`config.mk`:
```
export PLATFORM = sky130hd
export DESIGN_NAME = ddr3_pwrup_seq
export DESIGN_NICKNAME = d
export VERILOG_FILES = /design/src/rtl/ddr3_init_pkg.sv /design/src/rtl/ddr3_seq_timer.sv /design/src/rtl/ddr3_cmd_encode.sv /design/src/rtl/ddr3_pwrup_seq.sv
export SDC_FILE = /design/constraint.sdc
export NUM_CORES = 1
export LEC_CHECK = 0
export BUFFER_PORTS_ARGS = -buffer_cell sky130_fd_sc_hd__buf_2
export CORE_ASPECT_RATIO = 1.25
export CORE_MARGIN = 2
export CORE_UTILIZATION = 55
export CTS_BUF_LIST = sky130_fd_sc_hd__clkbuf_4
export DETAILED_ROUTE_END_ITERATION = 10
export PLACE_DENSITY_LB_ADDON = 0.15
export SLEW_MARGIN = 20
export SYNTH_ARGS = -nofsm -noshare
export SYNTH_HDL_FRONTEND = slang
export SYNTH_HIERARCHICAL = 1
export SYNTH_SLANG_ARGS = --single-unit
```
`constraint.sdc`:
```
create_clock -name clk -period 9.7 [get_ports clk]
set_input_delay 0.97 -clock clk [delete_from_list [all_inputs] [get_ports clk]]
set_output_delay 0.97 -clock clk [all_outputs]
set_load 0.03 [all_outputs]
```
`src/rtl/ddr3_init_pkg.sv`:
```
package ddr3_init_pkg;

  typedef enum logic [3:0] {
    ST_IDLE,
    ST_RST_WAIT,
    ST_CKE_WAIT,
    ST_MRS,
    ST_MRD_GAP,
    ST_MOD_WAIT,
    ST_ZQ,
    ST_ZQ_WAIT,
    ST_DONE
  } seq_state_e;

  typedef struct packed {
    logic cs;
    logic ras;
    logic cas;
    logic we;
  } cmd_bits_t;

  localparam logic [15:0] ZQ_LONG_ADDR = 16'h0400;

  // Load slot -> target bank: 2, 3, 1, 0
  function automatic logic [2:0] mrs_bank(input logic [1:0] slot);
    case (slot)
      2'd0:    return 3'd2;
      2'd1:    return 3'd3;
      2'd2:    return 3'd1;
      default: return 3'd0;
    endcase
  endfunction

  // Fixed contents: WL 5, CL 6, BL 8
  function automatic logic [15:0] mrs_value(input logic [2:0] bank);
    case (bank)
      3'd2:    return 16'h0200;
      3'd3:    return 16'h0000;
      3'd1:    return 16'h0006;
      3'd0:    return 16'h0320;
      default: return 16'h0000;
    endcase
  endfunction

  function automatic int max_of(input int a, input int b);
    return (a > b) ? a : b;
  endfunction

endpackage

```
`src/rtl/ddr3_seq_timer.sv`:
```
module ddr3_seq_timer #(
  parameter int CNT_W = 16
) (
  input  logic             clk,
  input  logic             rst,
  input  logic             load,
  input  logic [CNT_W-1:0] load_val,
  output logic             expired
);
  logic [CNT_W-1:0] count;

  always_ff @(posedge clk) begin
    if (rst)               count <= '0;
    else if (load)         count <= load_val;
    else if (count != '0)  count <= count - 1'b1;
  end

  assign expired = (count == '0);
endmodule

```
`src/rtl/ddr3_cmd_encode.sv`:
```
module ddr3_cmd_encode
  import ddr3_init_pkg::*;
#(
  parameter int ADDR_W = 14,
  parameter int BANK_W = 3
) (
  input  seq_state_e        state,
  input  logic [1:0]        mr_slot,
  output cmd_bits_t         cmd,
  output logic [ADDR_W-1:0] addr,
  output logic [BANK_W-1:0] bank,
  output logic              cke,
  output logic              odt,
  output logic              reset_n,
  output logic              done
);
  logic [2:0] slot_bank;
  assign slot_bank = mrs_bank(mr_slot);

  always_comb begin
    cmd     = '0;
    addr    = '0;
    bank    = '0;
    reset_n = (state != ST_IDLE);
    odt     = (state != ST_IDLE);
    cke     = (state != ST_IDLE) && (state != ST_RST_WAIT);
    done    = (state == ST_DONE);
    case (state)
      ST_MRS: begin
        cmd  = '{cs: 1'b1, ras: 1'b1, cas: 1'b1, we: 1'b1};
        bank = BANK_W'(slot_bank);
        addr = ADDR_W'(mrs_value(slot_bank));
      end
      ST_ZQ: begin
        cmd  = '{cs: 1'b1, ras: 1'b0, cas: 1'b0, we: 1'b1};
        addr = ADDR_W'(ZQ_LONG_ADDR);
      end
      default: ;
    endcase
  end
endmodule

```
`src/rtl/ddr3_pwrup_seq.sv`:
```
module ddr3_pwrup_seq
  import ddr3_init_pkg::*;
#(
  parameter int T_RST  = 50000,
  parameter int T_CKE  = 10000,
  parameter int T_MRD  = 4,
  parameter int T_MOD  = 200,
  parameter int T_ZQ   = 200,
  parameter int ADDR_W = 14,
  parameter int BANK_W = 3
) (
  input  logic              clk,
  input  logic              rst,
  input  logic              start,
  output logic              phy_cs,
  output logic              phy_ras,
  output logic              phy_cas,
  output logic              phy_we,
  output logic [ADDR_W-1:0] phy_addr,
  output logic [BANK_W-1:0] phy_bank,
  output logic              phy_cke,
  output logic              phy_odt,
  output logic              phy_reset_n,
  output logic              init_done
);
  localparam int MAX_WAIT = max_of(max_of(T_RST, T_CKE), max_of(max_of(T_MOD, T_ZQ), T_MRD));
  localparam int CNT_W    = $clog2(MAX_WAIT + 1);
  localparam logic [1:0] LAST_SLOT = 2'd3;

  seq_state_e       state, state_nxt;
  logic [1:0]       mr_slot, mr_slot_nxt;
  logic             tmr_load;
  logic [CNT_W-1:0] tmr_val;
  cmd_bits_t        cmd;

  // Named internal events
  logic step_done;
  logic start_accept;
  logic mrs_issue;
  logic zq_issue;
  logic last_mrs;

  assign start_accept = (state == ST_IDLE) && start;
  assign mrs_issue    = (state == ST_MRS);
  assign zq_issue     = (state == ST_ZQ);
  assign last_mrs     = mrs_issue && (mr_slot == LAST_SLOT);

  ddr3_seq_timer #(.CNT_W(CNT_W)) u_timer (
    .clk      (clk),
    .rst      (rst),
    .load     (tmr_load),
    .load_val (tmr_val),
    .expired  (step_done)
  );

  always_comb begin
    state_nxt   = state;
    mr_slot_nxt = mr_slot;
    tmr_load    = 1'b0;
    tmr_val     = '0;
    case (state)
      ST_IDLE: if (start_accept) begin
        state_nxt = ST_RST_WAIT;
        tmr_load  = 1'b1;
        tmr_val   = CNT_W'(T_RST - 1);
      end
      ST_RST_WAIT: if (step_done) begin
        state_nxt = ST_CKE_WAIT;
        tmr_load  = 1'b1;
        tmr_val   = CNT_W'(T_CKE - 1);
      end
      ST_CKE_WAIT: if (step_done) begin
        state_nxt   = ST_MRS;
        mr_slot_nxt = '0;
      end
      ST_MRS: begin
        tmr_load = 1'b1;
        if (last_mrs) begin
          state_nxt = ST_MOD_WAIT;
          tmr_val   = CNT_W'(T_MOD - 1);
        end else begin
          state_nxt = ST_MRD_GAP;
          tmr_val   = CNT_W'(T_MRD - 2);
        end
      end
      ST_MRD_GAP: if (step_done) begin
        state_nxt   = ST_MRS;
        mr_slot_nxt = 2'(mr_slot + 2'd1);
      end
      ST_MOD_WAIT: if (step_done) state_nxt = ST_ZQ;
      ST_ZQ: begin
        state_nxt = ST_ZQ_WAIT;
        tmr_load  = 1'b1;
        tmr_val   = CNT_W'(T_ZQ - 1);
      end
      ST_ZQ_WAIT: if (step_done) state_nxt = ST_DONE;
      ST_DONE: state_nxt = ST_DONE;
      default: state_nxt = ST_IDLE;
    endcase
  end

  always_ff @(posedge clk) begin
    if (rst) begin
      state   <= ST_IDLE;
      mr_slot <= '0;
    end else begin
      state   <= state_nxt;
      mr_slot <= mr_slot_nxt;
    end
  end

  ddr3_cmd_encode #(.ADDR_W(ADDR_W), .BANK_W(BANK_W)) u_enc (
    .state   (state),
    .mr_slot (mr_slot),
    .cmd     (cmd),
    .addr    (phy_addr),
    .bank    (phy_bank),
    .cke     (phy_cke),
    .odt     (phy_odt),
    .reset_n (phy_reset_n),
    .done    (init_done)
  );

  assign phy_cs  = cmd.cs;
  assign phy_ras = cmd.ras;
  assign phy_cas = cmd.cas;
  assign phy_we  = cmd.we;
endmodule

```
# After elaboration in Yosys (flattened, before gate mapping)
# Cells that the tools add are included.
[totals]
ff_bits = 22
input_bits = 3
output_inout_bits = 25
word_cells = 65
[op_classes]
addsub = 2
n_eq_ne = 21
mux = 24
reduce_logical = 15
[ops]
columns = ["cell", "n"]
rows = [
  ["16-bit one-hot mux with 4 select lines", 1],
  ["16-bit 2-to-1 mux", 3],
  ["4-bit one-hot mux with 8 select lines", 1],
  ["10-bit one-hot mux with 3 select lines", 1],
  ["14-bit one-hot mux with 2 select lines", 1],
  ["4-bit 2-to-1 mux", 5],
  ["4-bit by 3-bit == test with 1-bit output, second input constant", 4],
  ["16-bit logical NOT", 1],
  ["16-bit nonzero test", 1],
  ["16-bit by 1-bit subtractor with 16-bit output, second input constant", 1],
  ["14-bit 2-to-1 mux", 1],
  ["2-bit != test, second input constant", 6],
  ["4-bit by 2-bit == test with 1-bit output, second input constant", 2],
  ["8-bit 2-to-1 mux", 1],
  ["4-bit one-hot mux with 2 select lines", 1],
  ["2-bit == test, second input constant", 3],
  ["2-bit 2-to-1 mux", 3],
  ["2-bit one-hot mux with 3 select lines", 1],
  ["5-bit AND reduction", 1],
  ["2-bit by 1-bit == test with 1-bit output, second input constant", 2],
  ["4-bit by 1-bit == test with 1-bit output, second input constant", 1],
  ["4-bit == test, second input constant", 1],
  ["4-bit logical NOT", 1],
  ["4-bit by 1-bit != test with 1-bit output, second input constant", 1],
  ["other kinds (12)", 18],
]

# Longest topological paths before layout
[logic_depth]
ltp_word = 5
depth_mapped = 13
mapped_depth_nobuf = 12

# Cells and area by module
# The synthesis kept the hierarchy.
[modules_own_cells]
columns = ["mod", "instances", "cells_per_inst", "area_per_inst_um2", "seq_area_each_um2"]
rows = [
  ["ddr3_seq_timer", 1, 116, 964.7, 320.3],
  ["ddr3_pwrup_seq", 1, 61, 471.7, 120.1],
  ["ddr3_cmd_encode", 1, 34, 259.0, 0.0],
]

# Worst setup path before layout
# No wires, ideal clock.
[synth_path]
path_type = "register to register"
startpoint = "reg u_timer.count[0]"
endpoint = "reg u_timer.count[13]"
setup_time_ns = 0.078
arrival_time_ns = 3.647
t_required_ns = 9.622
path_slack_ns = 5.976
path_stages_with_launch = 14
n_path_buf = 1
synth_period_minus_slack_ns = 3.724
cell_sequence = "dfxtp_1 -> inv_1 -> ha_1 -> or3b_2 -> or4_4 -> nor2_1 -> mux2i_1 -> or4_4 -> nand2_1 -> nor2b_1 -> clkbuf_1 -> a21oi_1 -> a31o_2 -> nor3_1"
[synth_between]
elab_chain_cells = 4
word_cells_on_any_way = 10
classes_between = "add/sub (1); mux (6); reduce/logical (3)"
[synth_rtl]
columns = ["item", "line_no", "rtl"]
rows = [
  ["start: declaration", "ddr3_seq_timer.sv:10", "logic [CNT_W-1:0] count;"],
  ["start signal: assignment", "ddr3_seq_timer.sv:14", "else if (load) count <= load_val;"],
  ["start signal: assignment", "ddr3_seq_timer.sv:15", "else if (count != '0) count <= count - 1'b1;"],
  ["16-bit logical NOT *", "ddr3_seq_timer.sv:18", "assign expired = (count == '0);"],
  ["net step_done", "ddr3_pwrup_seq.sv:37", "logic step_done;"],
  ["1-bit 2-to-1 mux *", "ddr3_pwrup_seq.sv:67", "ST_RST_WAIT: if (step_done) begin"],
  ["1-bit one-hot mux with 3 select lines *", "ddr3_pwrup_seq.sv:61", "case (state)"],
  ["net tmr_load", "ddr3_pwrup_seq.sv:32", "logic tmr_load;"],
  ["16-bit 2-to-1 mux / 2-bit nonzero test (equally long branches)", "-", ""],
]
# The timed path passes the listed nets; every way through them passes the cells marked *. The select of a mux whose other input is x is not followed.
# A chain may end at the register's enable or synchronous reset.

# Worst setup path after layout
# Same ends and word-level chain as after synthesis.

==> metrics.cfg <==
[outcome]
status=finished, final reports clean

[placed_design]
post-dp-hpwl_um=2685
gp_congestion=0.8404
port_buffers=18

[layout]
n_antenna_cell=0
synthToLayoutAreaGrowth_pct=2.583
fillers=265
drive_gt1_frac=0.1773
final_nets=231
multi_input_area_mm2=0.001104
seqCellArea_um2=440.4

[floorplanning]
start_util=0.5756
row_count=22
chipHeight_um=66.08
die-area_mm2=0.003546
pin_count=28
die_x_um=53.66
fp.coreArea_mm2=0.002945

[clock_tree]
cts_setup_buffers=0
cts_resized=0
insertion_delay_ps=310
htree_levels=1
cts_buffers=3
tritoncts=yes
clkTransAtPathRegs_ps=120
cts_root_buf=clkbuf_4
ctsHoldBuffers=0
clock_sinks=22
cts_buffer_depth=2

[synth]
synth_edf_count=0
syn_area_mm2=0.001695
yosys-top-cells-area=dfxtp_1 (26%), buf_4 (6.6%), nand2_1 (4.6%)
synth_seq_cells=22
syn_avg_cell_area_um2=8.035
synth.distinct_cells=64
synth_async_sr_flop_share=0
netlist.area_leader.share=0.2598
synth_most_common_cell=dfxtp_1
yosys.area.top_type=dfxtp_1
syn_inst=211
ys_seq_area_frac=0.2598
synth_ff_type=dfxtp_1
ys.warnings.count=6
synth_common_cells=dfxtp_1 (22), nand2_1 (21), buf_4 (15)

[setup_path]
cp_max_fo=15
critPathLaunchType=flop
critical-path-max-stage-delay_ps=770
worstPathCellList=inv_1 -> ha_1 -> or3b_2 -> or4_4 -> nor2_1 -> mux2i_1 -> or4_4 -> nand2_1 -> nor2b_1 -> nand2_1 -> a31o_2 -> nor3_1
crit_path_end_kind=flop
worstPathRequired_ps=9940
critPathKind=reg2reg
slowest_stage=nor2b_1
arrival_ps=4760

[drt]
num_vias=1500
wl_per_cell_um=13.96
wirelength_um=3574
drc=0
ant_nets=0
vias_per_cell=5.859
drtPass1Iterations=4
drt_iter0_drc=50

[sta]
final.period_utilization=0.4658
finalCriticalPeriod_ps=4518
setup_violations=0
clock_skew_ps=4.536
max_freq_mhz=221.3
finalHoldViolations=0
rsz0062_at_grt=no
maxSlewViolCount=0
tightest_slew_ps=1058
relSlewSlack=0.2883
finalSetupTns_ps=0

[min_path]
min_path_type=reg2reg

[global_route]
grt_pass1_vias=1391
grt_max_degree=22
grt_pass1_wl_um=5858
grt-ovfl-total=0
antenna_found_initial=0
gr-usage-all-layers=0.2186

[pwr]
peakVddDrop_v=0.0001996
p_leak_nw=0.7442
power_w=0.0005387
p_per_area_mw_per_mm2=309.7

[flow_run]
max_cap_violations=0

## flip-flops by register name, indices dropped and copies added, names as in the netlist
name	flops
mr_slot	2
state	4
u_timer/count	16
## cells by family (layout without fill, tap and decap cells)
family / Yosys count / after routing / synth area share
xor+xnor: 10 / 10 / 0.05166
simple gates: 90 / 90 / 0.3240
buf+inv: 33 / 31 / 0.1137
compound gates: 46 / 46 / 0.1875
fa+ha+maj: 6 / 6 / 0.04428
mux: 2 / 2 / 0.01476
flops: 22 / 22 / 0.2598
other cells: 2 / 13 / 0.004430
## cell usage in the layout, fill, tap and decap left out, types with 5 or more instances in the layout
master    n
o21ai_0   8
nor2_1   13
a21oi_1   9
inv_1     9
o21ai_1   5
dfxtp_1  22
xnor2_1   9
buf_2    18
ha_1      6
nand2_1  21
conb_1   13
nor3_1    8
nor2b_1   7
## metrics by stage
stage | std cells | utilization | setup WS, ps | hold slack [ps] | instance area [µm²]
after CTS | 256 | 0.5905 | 5270 | 561.8 | 1739
after detailed placement | 253 | 0.5828 | 5295 | 544.4 | 1717
final | 256 | 0.5905 | 5182 | 564.8 | 1739
after global routing | 256 | 0.5905 | 4844 | 602.7 | 1739
after floorplan | 222 | - | 5976 | 485.1 | 1737
after global placement | 253 | 0.5828 | 5464 | 534.4 | 1717
## layer usage
layer	up-vias	global-route usage	part of all wire	routed length, µm
met4	0	0.09615	0.018	64
li1	755	-	-	-
met2	44	0.3979	0.51	1826
met5	-	0	0	0
met3	7	0.02941	0.044	156
met1	694	0.2412	0.43	1527
## final timing paths
check | start | to | slack, ps | cells after the start
worst max-delay path | u_timer/count[0]$_SDFFE_PP0P_ | u_timer/count[13]$_SDFFE_PP0P_ | 5180 | 12
worst min-delay path | mr_slot[1]$_SDFFE_PP0P_ | mr_slot[1]$_SDFFE_PP0P_ | 560 | 2
worst max register to register | u_timer/count[0]$_SDFFE_PP0P_ | u_timer/count[13]$_SDFFE_PP0P_ | 5180 | 12
worst min register to register | mr_slot[1]$_SDFFE_PP0P_ | mr_slot[1]$_SDFFE_PP0P_ | 560 | 2
## power breakdown
part | total, W | internal, W | switching [W] | leakage (nW)
registers | 0.000164 | 0.000120 | 0.0000446 | 0.180
clock network | 0.0000413 | 0.0000145 | 0.0000267 | 0.0138
logic | 0.000333 | 0.000135 | 0.000198 | 0.550
total | 0.000539 | 0.000269 | 0.000269 | 0.744
## worst max-delay path, delay by kind of cell (launching register included)
family,cells,cell delay [ps]
buf+inv,1,80
compound gates,1,280
fa+ha+maj,1,190
flops,1,340
mux,1,150
simple gates,8,3420
## layout make-up
cell class | count | area share
tap | 36 | 0.02590
sequential | 22 | 0.2532
inverter | 10 | 0.02158
timing repair buffer | 18 | 0.05180
multi-input combinational | 167 | 0.6345
clock buffer | 3 | 0.01295
Note: power is estimated with default switching activity, not from simulation.
